### src/rtl/swmac_pkg.sv
package swmac_pkg;
  typedef enum logic [2:0] {
    ST_SLEEP = 3'd0,
    ST_SENSE = 3'd1,
    ST_RTS   = 3'd2,
    ST_CTSW  = 3'd3,
    ST_TXD   = 3'd4,
    ST_RTSW  = 3'd5,
    ST_RXD   = 3'd6,
    ST_PROC  = 3'd7
  } swmac_state_e;

  typedef enum logic [1:0] {
    PC_OFF  = 2'd0,
    PC_TX   = 2'd1,
    PC_RX   = 2'd2,
    PC_PROC = 2'd3
  } swmac_pclass_e;

  localparam int EN_PA     = 0;
  localparam int EN_PLL    = 1;
  localparam int EN_VGA    = 2;
  localparam int EN_ADC    = 3;
  localparam int EN_IRF    = 4;
  localparam int EN_BB     = 5;
  localparam int EN_MAC    = 6;
  localparam int EN_MEMCLK = 7;
  localparam int EN_CPU    = 8;
  localparam int EN_FCLK   = 9;
  localparam int NBLK      = 10;
endpackage

### src/rtl/swmac_timebase.sv
module swmac_timebase #(
  parameter int TW = 16
) (
  input  logic          clk,
  input  logic          rst_n,
  input  logic [TW-1:0] period_ticks,
  input  logic          adj_wr,
  input  logic [TW-1:0] adj_value,
  output logic [TW-1:0] count_o,
  output logic          wake_o
);
  localparam logic [TW-1:0] ONE = TW'(1);

  logic [TW-1:0] count_q;
  logic [TW-1:0] count_d;
  logic          at_end;

  assign at_end = (count_q == period_ticks - ONE);

  // The adjust load wins over the increment, so the phase changes in one step.
  always_comb begin
    if (adj_wr)      count_d = adj_value;
    else if (at_end) count_d = '0;
    else             count_d = count_q + ONE;
  end

  always_ff @(posedge clk) begin
    if (!rst_n) count_q <= '0;
    else        count_q <= count_d;
  end

  // Wakeup compare uses only the registered phase.
  assign count_o = count_q;
  assign wake_o  = (count_q == '0);

  assert_count_in_range_R2: assert property (@(posedge clk) disable iff (!rst_n)
    count_q < period_ticks);

  assert_count_step_R2: assert property (@(posedge clk) disable iff (!rst_n)
    (!adj_wr && !at_end) |=> (count_q == $past(count_q) + ONE));

  assert_count_wrap_R2: assert property (@(posedge clk) disable iff (!rst_n)
    (!adj_wr && at_end) |=> (count_q == '0));

  assert_adjust_load_R10: assert property (@(posedge clk) disable iff (!rst_n)
    adj_wr |=> (count_q == $past(adj_value)));
endmodule

### src/rtl/swmac_seq.sv
module swmac_seq
  import swmac_pkg::*;
#(
  parameter int TW = 16
) (
  input  logic          clk,
  input  logic          rst_n,
  input  logic          wake_i,
  input  logic [TW-1:0] sense_ticks,
  input  logic [TW-1:0] cts_wait_ticks,
  input  logic          data_pending,
  input  logic          carrier_det,
  input  logic          rts_det,
  input  logic          cts_det,
  input  logic          tx_done,
  input  logic          rx_done,
  input  logic          proc_done,
  output swmac_state_e  state_o
);
  localparam logic [TW-1:0] ONE = TW'(1);

  swmac_state_e  st_q, st_d;
  logic [TW-1:0] win_q;
  logic          busy_q;
  logic          sense_end, wait_end, busy_now;

  assign sense_end = (win_q == sense_ticks - ONE);
  assign wait_end  = (win_q == cts_wait_ticks - ONE);
  assign busy_now  = busy_q | carrier_det;

  always_comb begin
    st_d = st_q;
    case (st_q)
      ST_SLEEP: if (wake_i) st_d = ST_SENSE;
      ST_SENSE: begin
        if (sense_end) begin
          if (busy_now)          st_d = ST_RTSW;
          else if (data_pending) st_d = ST_RTS;
          else                   st_d = ST_SLEEP;
        end
      end
      ST_RTS:  st_d = ST_CTSW;
      ST_CTSW: begin
        if (cts_det)       st_d = ST_TXD;
        else if (wait_end) st_d = ST_SLEEP;
      end
      ST_TXD:  if (tx_done) st_d = ST_SLEEP;
      ST_RTSW: begin
        if (rts_det)       st_d = ST_RXD;
        else if (wait_end) st_d = ST_SLEEP;
      end
      ST_RXD:  if (rx_done)   st_d = ST_PROC;
      ST_PROC: if (proc_done) st_d = ST_SLEEP;
      default: st_d = ST_SLEEP;
    endcase
  end

  // Window counter and busy flag restart on every state change.
  always_ff @(posedge clk) begin
    if (!rst_n) begin
      st_q   <= ST_SLEEP;
      win_q  <= '0;
      busy_q <= 1'b0;
    end else begin
      st_q <= st_d;
      if (st_d != st_q) begin
        win_q  <= '0;
        busy_q <= 1'b0;
      end else begin
        win_q  <= win_q + ONE;
        busy_q <= busy_now;
      end
    end
  end

  assign state_o = st_q;

  assert_sleep_holds_R3: assert property (@(posedge clk) disable iff (!rst_n)
    (st_q == ST_SLEEP && !wake_i) |=> (st_q == ST_SLEEP));

  assert_sense_window_R4: assert property (@(posedge clk) disable iff (!rst_n)
    (st_q == ST_SENSE && win_q < sense_ticks - ONE) |=> (st_q == ST_SENSE));

  assert_rts_one_tick_R5: assert property (@(posedge clk) disable iff (!rst_n)
    (st_q == ST_RTS) |=> (st_q == ST_CTSW));

  assert_cts_bounded_R6: assert property (@(posedge clk) disable iff (!rst_n)
    (st_q == ST_CTSW) |-> (win_q < cts_wait_ticks));

  assert_tx_after_cts_R6: assert property (@(posedge clk) disable iff (!rst_n)
    (st_q == ST_TXD && $past(st_q) != ST_TXD) |-> $past(cts_det));
endmodule

### src/rtl/swmac_power.sv
module swmac_power
  import swmac_pkg::*;
(
  input  swmac_state_e    state_i,
  output logic [NBLK-1:0] en_o,
  output logic            ram_rd_o,
  output logic            ram_wr_o
);
  swmac_pclass_e pc;

  always_comb begin
    case (state_i)
      ST_SLEEP:                  pc = PC_OFF;
      ST_RTS, ST_TXD:            pc = PC_TX;
      ST_PROC:                   pc = PC_PROC;
      default:                   pc = PC_RX;
    endcase
  end

  always_comb begin
    en_o     = '0;
    ram_rd_o = 1'b0;
    ram_wr_o = 1'b0;
    if (pc != PC_OFF) begin
      en_o[EN_MAC]    = 1'b1;
      en_o[EN_MEMCLK] = 1'b1;
      en_o[EN_FCLK]   = 1'b1;
    end
    case (pc)
      PC_TX: begin
        en_o[EN_PA]  = 1'b1;
        en_o[EN_PLL] = 1'b1;
        ram_rd_o     = 1'b1;
      end
      PC_RX: begin
        en_o[EN_PLL] = 1'b1;
        en_o[EN_VGA] = 1'b1;
        en_o[EN_ADC] = 1'b1;
        en_o[EN_IRF] = 1'b1;
        en_o[EN_BB]  = 1'b1;
        ram_wr_o     = 1'b1;
      end
      PC_PROC: begin
        en_o[EN_CPU] = 1'b1;
        ram_rd_o     = 1'b1;
        ram_wr_o     = 1'b1;
      end
      default: ;
    endcase
  end
endmodule

### src/rtl/swmac_ctrl.sv
module swmac_ctrl
  import swmac_pkg::*;
#(
  parameter int TW = 16
) (
  input  logic          clk,
  input  logic          rst_n,
  input  logic [TW-1:0] period_ticks,
  input  logic [TW-1:0] sense_ticks,
  input  logic [TW-1:0] cts_wait_ticks,
  input  logic          adj_wr,
  input  logic [TW-1:0] adj_value,
  input  logic          data_pending,
  input  logic          carrier_det,
  input  logic          rts_det,
  input  logic          cts_det,
  input  logic          tx_done,
  input  logic          rx_done,
  input  logic          proc_done,
  output logic [TW-1:0] time_now,
  output logic          wake,
  output logic [2:0]    state_code,
  output logic [9:0]    blk_en,
  output logic          ram_rd_en,
  output logic          ram_wr_en
);
  swmac_state_e st;
  logic         wk;

  swmac_timebase #(.TW(TW)) u_tb (
    .clk(clk), .rst_n(rst_n), .period_ticks(period_ticks),
    .adj_wr(adj_wr), .adj_value(adj_value),
    .count_o(time_now), .wake_o(wk)
  );

  swmac_seq #(.TW(TW)) u_seq (
    .clk(clk), .rst_n(rst_n), .wake_i(wk),
    .sense_ticks(sense_ticks), .cts_wait_ticks(cts_wait_ticks),
    .data_pending(data_pending), .carrier_det(carrier_det),
    .rts_det(rts_det), .cts_det(cts_det),
    .tx_done(tx_done), .rx_done(rx_done), .proc_done(proc_done),
    .state_o(st)
  );

  swmac_power u_pwr (
    .state_i(st), .en_o(blk_en), .ram_rd_o(ram_rd_en), .ram_wr_o(ram_wr_en)
  );

  assign wake       = wk;
  assign state_code = st;

  assert_sleep_dark_R11: assert property (@(posedge clk) disable iff (!rst_n)
    (state_code == 3'd0) |-> (blk_en == '0 && !ram_rd_en && !ram_wr_en));

  assert_pa_needs_synth_R11: assert property (@(posedge clk) disable iff (!rst_n)
    blk_en[EN_PA] |-> blk_en[EN_PLL]);

  assert_tx_rx_exclusive_R11: assert property (@(posedge clk) disable iff (!rst_n)
    !(blk_en[EN_PA] && blk_en[EN_VGA]));

  assert_cpu_alone_R11: assert property (@(posedge clk) disable iff (!rst_n)
    blk_en[EN_CPU] |-> (state_code == 3'd7 && !blk_en[EN_PLL]));
endmodule

### config.mk
export PLATFORM = sky130hd
export DESIGN_NAME = swmac_ctrl
export DESIGN_NICKNAME = d
export VERILOG_FILES = /design/src/rtl/swmac_pkg.sv /design/src/rtl/swmac_timebase.sv /design/src/rtl/swmac_seq.sv /design/src/rtl/swmac_power.sv /design/src/rtl/swmac_ctrl.sv
export SDC_FILE = /design/constraint.sdc
export NUM_CORES = 1
export LEC_CHECK = 0
export BUFFER_PORTS_ARGS = -buffer_cell sky130_fd_sc_hd__buf_2
export CAP_MARGIN = 5
export CORE_MARGIN = 1
export CORE_UTILIZATION = 49
export DETAILED_ROUTE_END_ITERATION = 8
export PLACE_DENSITY = 0.88
export SETUP_SLACK_MARGIN = 0.5
export SLEW_MARGIN = 10
export SYNTH_ARGS = -nofsm -noshare
export SYNTH_HDL_FRONTEND = slang
export SYNTH_SLANG_ARGS = --single-unit
### constraint.sdc
create_clock -name clk -period 2.7 [get_ports clk]
set_input_delay 0.27 -clock clk [delete_from_list [all_inputs] [get_ports clk]]
set_output_delay 0.27 -clock clk [all_outputs]
set_load 0.005 [all_outputs]
Word level (Yosys, flattened, before mapping)
Cells that the tools add are included.
{"block": "word_totals", "latch_bits": 0, "ff_bits": 36, "memories": 0, "romBits": 0, "ram_bits": 0}
{"block": "op_classes", "n_reduce_logical": 8, "n_lt_le_gt_ge": 0, "add_sub_neg": 5, "div_mod_pow": 0, "shifts": 0, "eq_ne": 14, "n_mul": 0, "n_bitwise": 2, "muxes": 22}
{"op": "$eq 16x16->1", "n": 3}
{"op": "$sub 16x1->16 const B", "n": 3}
{"op": "$add 16x1->16 const B", "n": 2}
{"op": "$mux 16", "n": 2}
{"op": "$mux 3", "n": 9}
{"op": "$pmux 3 s8", "n": 1}
{"op": "$logic_not 16->1", "n": 1}
{"op": "$eq 3x3->1 const B", "n": 4}
{"op": "$reduce_or 2->1", "n": 5}
{"op": "$eq 3x2->1 const B", "n": 2}
{"op": "$mux 1", "n": 6}
{"op": "$pmux 2 s3", "n": 1}
{"op": "$eq 2x2->1 const B", "n": 2}
{"op": "$mux 2", "n": 2}
{"op": "$mux 4", "n": 1}
{"op": "$eq 3x1->1 const B", "n": 1}
{"op": "$logic_not 3->1", "n": 1}
{"op": "$ne 3x3->1", "n": 1}
{"op": "$eq 2x1->1 const B", "n": 1}
{"op": "$reduce_bool 2->1", "n": 1}
{"op": "$not 1->1", "n": 1}
{"op": "$or 1x1->1", "n": 1}

Depth between registers and ports, before layout
{"block": "depth", "ltp_word": 7, "depth_mapped": 12, "ltp_nobuf": 10}

Hierarchy
Synthesis repeated with hierarchy kept, for this count alone.
{"block": "unflattened", "hier_cells": 493, "hier_area_um2": 3873.7}
{"module": "swmac_seq", "area_each_um2": 2254.7, "cells_per_inst": 288, "n_inst": 1, "seq_area_each_um2": 400.4}
{"module": "swmac_timebase", "area_each_um2": 1473.9, "cells_per_inst": 185, "n_inst": 1, "seq_area_each_um2": 320.3}
{"module": "swmac_power", "area_each_um2": 145.1, "cells_per_inst": 20, "n_inst": 1, "seq_area_each_um2": 0.0}

Worst setup path before layout
OpenSTA, ideal clock, no wires.
{"block": "synth_path", "path_type": "input port to flip-flop", "start": "input port period_ticks[0]", "end": "register u_tb.count_q[14], in the netlist u_tb.count_o[14]", "setup_ps": 115, "path_slack_ps": 81, "required_time_ps": 2585, "stages": 12, "path_buffers": 2, "arrival_time_ps": 2504, "path_cell_list": "inv_1 ha_1 or4b_1 buf_2 nor3_1 xnor2_1 nand4_1 a21oi_1 nand4_2 o41ai_4 buf_6 o21ai_2"}
{"block": "synth_via", "elab_chain_cells": 4}
{"element": "start, declared", "line": "swmac_ctrl.sv:8", "text": "input logic [TW-1:0] period_ticks,"}
{"element": "$sub 16x1->16", "line": "swmac_timebase.sv:18", "text": "assign at_end = (count_q == period_ticks - ONE);"}
{"element": "$eq 16x16->1", "line": "swmac_timebase.sv:18"}
{"element": "$mux 16", "line": "swmac_timebase.sv:23", "text": "else if (at_end) count_d = '0;"}
{"element": "$mux 16", "line": "swmac_timebase.sv:22", "text": "if (adj_wr) count_d = adj_value;"}
{"element": "end signal, assigned", "line": "swmac_timebase.sv:29", "text": "else count_q <= count_d;"}
{"element": "end, declared", "line": "swmac_timebase.sv:14", "text": "logic [TW-1:0] count_q;"}
No other way between the ends.
A chain may end at the register's enable or synchronous reset.

Final worst setup path
{"block": "layout_path", "start": "input port cts_wait_ticks[1]", "end": "register u_seq.busy_q"}
{"block": "layout_via", "elab_chain_cells": 7, "elab_cells_between_ends": 8, "cone_classes": "1 x add/sub; 2 x eq/ne; 4 x mux; 1 x reduce/logical"}
{"element": "start, declared", "line": "swmac_ctrl.sv:10", "text": "input logic [TW-1:0] cts_wait_ticks,"}
{"element": "$sub 16x1->16 *", "line": "swmac_seq.sv:28", "text": "assign wait_end = (win_q == cts_wait_ticks - ONE);"}
{"element": "$eq 16x16->1 *", "line": "swmac_seq.sv:28"}
{"element": "$mux 3 *", "line": "swmac_seq.sv:45, swmac_seq.sv:50"}
{"element": "$mux 3, on equally long branches", "line": "swmac_seq.sv:49, swmac_seq.sv:44"}
{"element": "$pmux 3 s8 *", "line": "swmac_seq.sv:33", "text": "case (st_q)"}
{"element": "$ne 3x3->1 *", "line": "swmac_seq.sv:66", "text": "if (st_d != st_q) begin"}
{"element": "$reduce_or 2->1 (no line) *"}
{"element": "end signal, assigned", "line": "swmac_seq.sv:71", "text": "busy_q <= busy_now;"}
{"element": "end, declared", "line": "swmac_seq.sv:24", "text": "logic busy_q;"}
Every way passes the cells marked *; elsewhere a longest branch is shown, timed or not.

==> flow_summary.yaml <==
timing:
  hold_viol: 0
  tightestPinTransition_ns: 0.5130
  finalMaxSlewViolations: 0
  fmax_mhz: 413.9
  relSlewSlack: 0.6548
  period_needed_ns: 2.416
  setup_viol: 0
  tns_ns: 0
  hold_ws_ns: 0.1779
  rsz0062_at_grt: "yes"
  final.period_utilization: 0.8948
  fin_skew_ns: 0.009702
final_layout:
  fillers: 541
  antenna_cells: 0
  nNetsFinal: 666
  syn_to_final_growth_pct: 32.49
  drive_gt1_frac: 0.4242
clock_tree:
  h-tree-depth: 2
  cts.sinks: 36
  hold_buffers: 0
  path_clk_slew_ns: 0.08
  clock_path_buffers: 2
  cts_root_buf: "clkbuf_8"
  cts_made_buffers: 5
  cts_tree: "yes"
  clock_latency_ns: 0.28
yosys:
  synth_enable_flop_cells: 0
  synth_compound_area_frac: 0.1646
  synth_top_family_by_area: "simple AND/OR/NAND/NOR gates"
  synthSimpleGateAreaFrac: 0.3648
  synth-xor-area-share: 0.1975
  syn_area_per_cell_um2: 7.937
  synthMuxAreaShare: 0.01062
  synth-warning-count: 0
  synth.net_count: 555
  yosys_register_bits: 36
  synthFlopType: "dfxtp_1"
  synth_fa_ha_area_frac: 0.01991
  synth_area_um2: 3770
  synthArstFlopShare: 0
  synth_cell_types: 69
  seq_area_frac_synth: 0.1912
  synthCells: 475
setup_path:
  crit_chain: "buf_8, or4_4, buf_4, nor4_4, a32o_2, o32ai_2, nor4_4, o21ai_2, a21oi_4, clkbuf_16, nor3_2"
  crit_arrival_ns: 2.58
  cp_max_fo: 8
  crit_type: "input pin to flip-flop"
  crit_family: "simple AND/OR/NAND/NOR gates"
  cp-end-kind: "flip-flop"
  required_ns: 2.87
  r2r_start: "u_seq.win_q[8]"
  r2r_setup_slack_ns: 0.37
  slowest_delay_ns: 0.56
  slowest_stage: "or4_4"
  worstRegToRegCells: 9
  timing.critical_path.mode_cell: "nor4_4"
  worst-path-buf-inv: 3
  startpoint_type: "input pin"
  r2r_end: "u_seq.busy_q"
grt:
  antenna_found_initial: 0
  grt_pass1_vias: 3748
  grt_pass1_wl_um: 16950
  gr-total-overflow: 0
  grt_max_degree: 18
  grt_usage: 0.2532
hold_path:
  hold_path_end: "u_tb.count_o[12]"
  hold_start: "adj_value[12]"
  hold_path_depth: 3
  min_path_type: "input pin to flip-flop"
place:
  place_congestion: 0.8949
  portBuffers: 105
  dpl.hpwl_um: 8102
floorplanning:
  dieHeight_um: 89.72
  std_cell_rows: 31
  ios: 106
  coreArea_um2: 7331
  die_width_um: 89.72
  start_util: 0.5143
  dieArea_um2: 8049
route:
  vias: 4055
  post_drt_wl_per_cell_um: 16.41
  drtPass1Iterations: 8
  wl_um: 11260
  drc: 0
  drtAntennaViolNets: 0
  viasPerCell: 5.911
  drt_iter0_drc: 134
power:
  power.density_nw_per_um2: 301.6
  p_leak_nw: 1.978
  finalPower_mw: 1.506
  peakVddDrop_v: 0.0001796
outcome:
  status: "completed"
run:
  cap_violations: 0
metrics by stage:
step,cell area (um2),utilization,setup WS [ns],instances
6_report,4995,0.6813,0.2840,686
3_5_place_dp,4432,0.6045,0.001380,666
5_1_grt,4995,0.6813,0.2458,686
3_3_place_gp,4432,0.6045,0.03957,666
2_1_floorplan,3822,-,0.2445,475
4_1_cts,4652,0.6346,0.3683,678
layer usage:
| metal | up-vias | track usage | part of all wire | wire [um] |
|---|---|---|---|---|
| li1 | 1934 | - | - | - |
| met2 | 171 | 0.4641 | 0.52 | 5825 |
| met1 | 1922 | 0.2897 | 0.41 | 4560 |
| met5 | - | 0 | 0 | 0 |
| met3 | 28 | 0.03130 | 0.052 | 586 |
| met4 | 0 | 0.1202 | 0.025 | 282 |
synthesized netlist by cell type (all sizes together) (2+ instances only):
cell type	number	area, um2
a21o	2	15.01
nor4	19	182.7
xor2	35	306.5
o2bb2ai	2	17.52
a31oi	5	31.28
dfxtp	36	720.7
nor2	19	76.32
nor3	33	235.2
or4b	2	20.02
a41oi	2	17.52
o211ai	3	22.52
or2	4	25.03
a32o	3	31.28
o311ai	2	17.52
a211oi	2	20.02
nand2	50	190.2
and4	3	26.28
a21boi	2	15.02
nor2b	11	68.82
and3	13	81.33
or3	6	37.54
a21oi	18	108.9
nor3b	3	27.52
nor4b	4	41.29
nand2b	9	56.30
clkbuf	13	48.80
o22ai	3	25.02
and2	5	31.28
and3b	3	26.28
buf	11	92.59
o21ai	29	186.4
a2111oi	2	23.77
nand3	20	100.1
inv	14	52.55
nand4	10	68.81
a31o	3	26.28
xnor2	50	437.9
ha	6	75.07
or4	6	56.30
mux2i	4	40.04
state kept, by name, summed over array words and instances, names as in the netlist:
| signal | cells |
|---|---|
| u_seq.win_q | 16 |
| u_seq.busy_q | 1 |
| u_tb.count_o | 16 |
| u_seq.state_o | 3 |
cells by family (layout without fill, tap and decap cells):
logic type / count (synthesis) / in the layout
flops: 36 / 36
buf+inv: 38 / 150
fa+ha+maj: 6 / 6
compound gates: 83 / 83
xor+xnor: 85 / 85
mux: 4 / 4
simple gates: 223 / 223
what timing repair did:
| action | CTS | global route |
|---|---|---|
| gates resized for setup | 27 | 64 |
| pin swaps | 10 | 14 |
| endpoints found under the setup margin | 41 | 41 |
| cloned | 0 | 2 |
| setup buffers | 4 | 6 |
layout by cell type (no fill, tap or decap), types with 3 or more instances in the layout:
master,instances
dfxtp_2,6
o211ai_1,3
xnor2_1,45
a32o_2,3
buf_4,20
a21oi_2,6
and3b_1,3
a31oi_1,4
and3_1,13
or4_4,4
nor3_2,20
and2_1,5
nand4_1,9
dfxtp_1,28
o21ai_0,8
nor3_1,11
nor4_1,8
nor2_1,16
nand2b_1,9
or2_2,3
xnor2_2,5
nand2_1,49
nor4_4,5
or3_1,5
mux2i_1,4
ha_1,3
buf_6,6
xor2_1,34
o21ai_2,18
buf_2,97
inv_1,12
and4_1,3
nand3_1,19
a31o_2,3
o21ai_1,3
clkbuf_8,6
nor2b_1,11
nor4_2,6
a21oi_1,11
power breakdown:
part	switching (mW)	internal, mW	leakage [nW]
clock network	0.197	0.208	0.0445
registers	0.0513	0.556	0.298
logic	0.262	0.232	1.64
total	0.510	0.996	1.98
worst max-delay path by stage:
stage | from | end | slack, ns | depth (start not counted)
after global routing | cts_wait_ticks[1] | u_seq.busy_q | 0.25 | 11
after global placement | sense_ticks[0] | u_seq.win_q[6] | 0.04 | 13
after CTS | sense_ticks[3] | u_seq.win_q[1] | 0.37 | 11
after floorplan | period_ticks[1] | u_tb.count_o[0] | 0.24 | 12
after detailed placement | cts_wait_ticks[0] | u_seq.win_q[3] | 0.001 | 12
final | cts_wait_ticks[1] | u_seq.busy_q | 0.28 | 11
worst reg2reg max path: stages (launching register included):
cell,delay [ns]
dfxtp_1,0.51
nand2b_1,0.17
nand2_1,0.07
nor4b_2,0.34
o32ai_2,0.18
nor4_4,0.38
o21ai_2,0.13
a21oi_4,0.20
clkbuf_16,0.20
nor3_2,0.04
cell type report:
| class | instances | area (um2) | share of cell area |
|---|---|---|---|
| tap | 99 | 123.9 | 0.02480 |
| clock buffer | 7 | 86.33 | 0.01728 |
| timing repair buffer | 128 | 798.3 | 0.1598 |
| sequential | 36 | 735.7 | 0.1473 |
| clock inverter | 1 | 7.507 | 0.001503 |
| multi-input combinational | 401 | 3173 | 0.6353 |
| inverter | 14 | 70.07 | 0.01403 |
(Power assumes the default switching activity.)
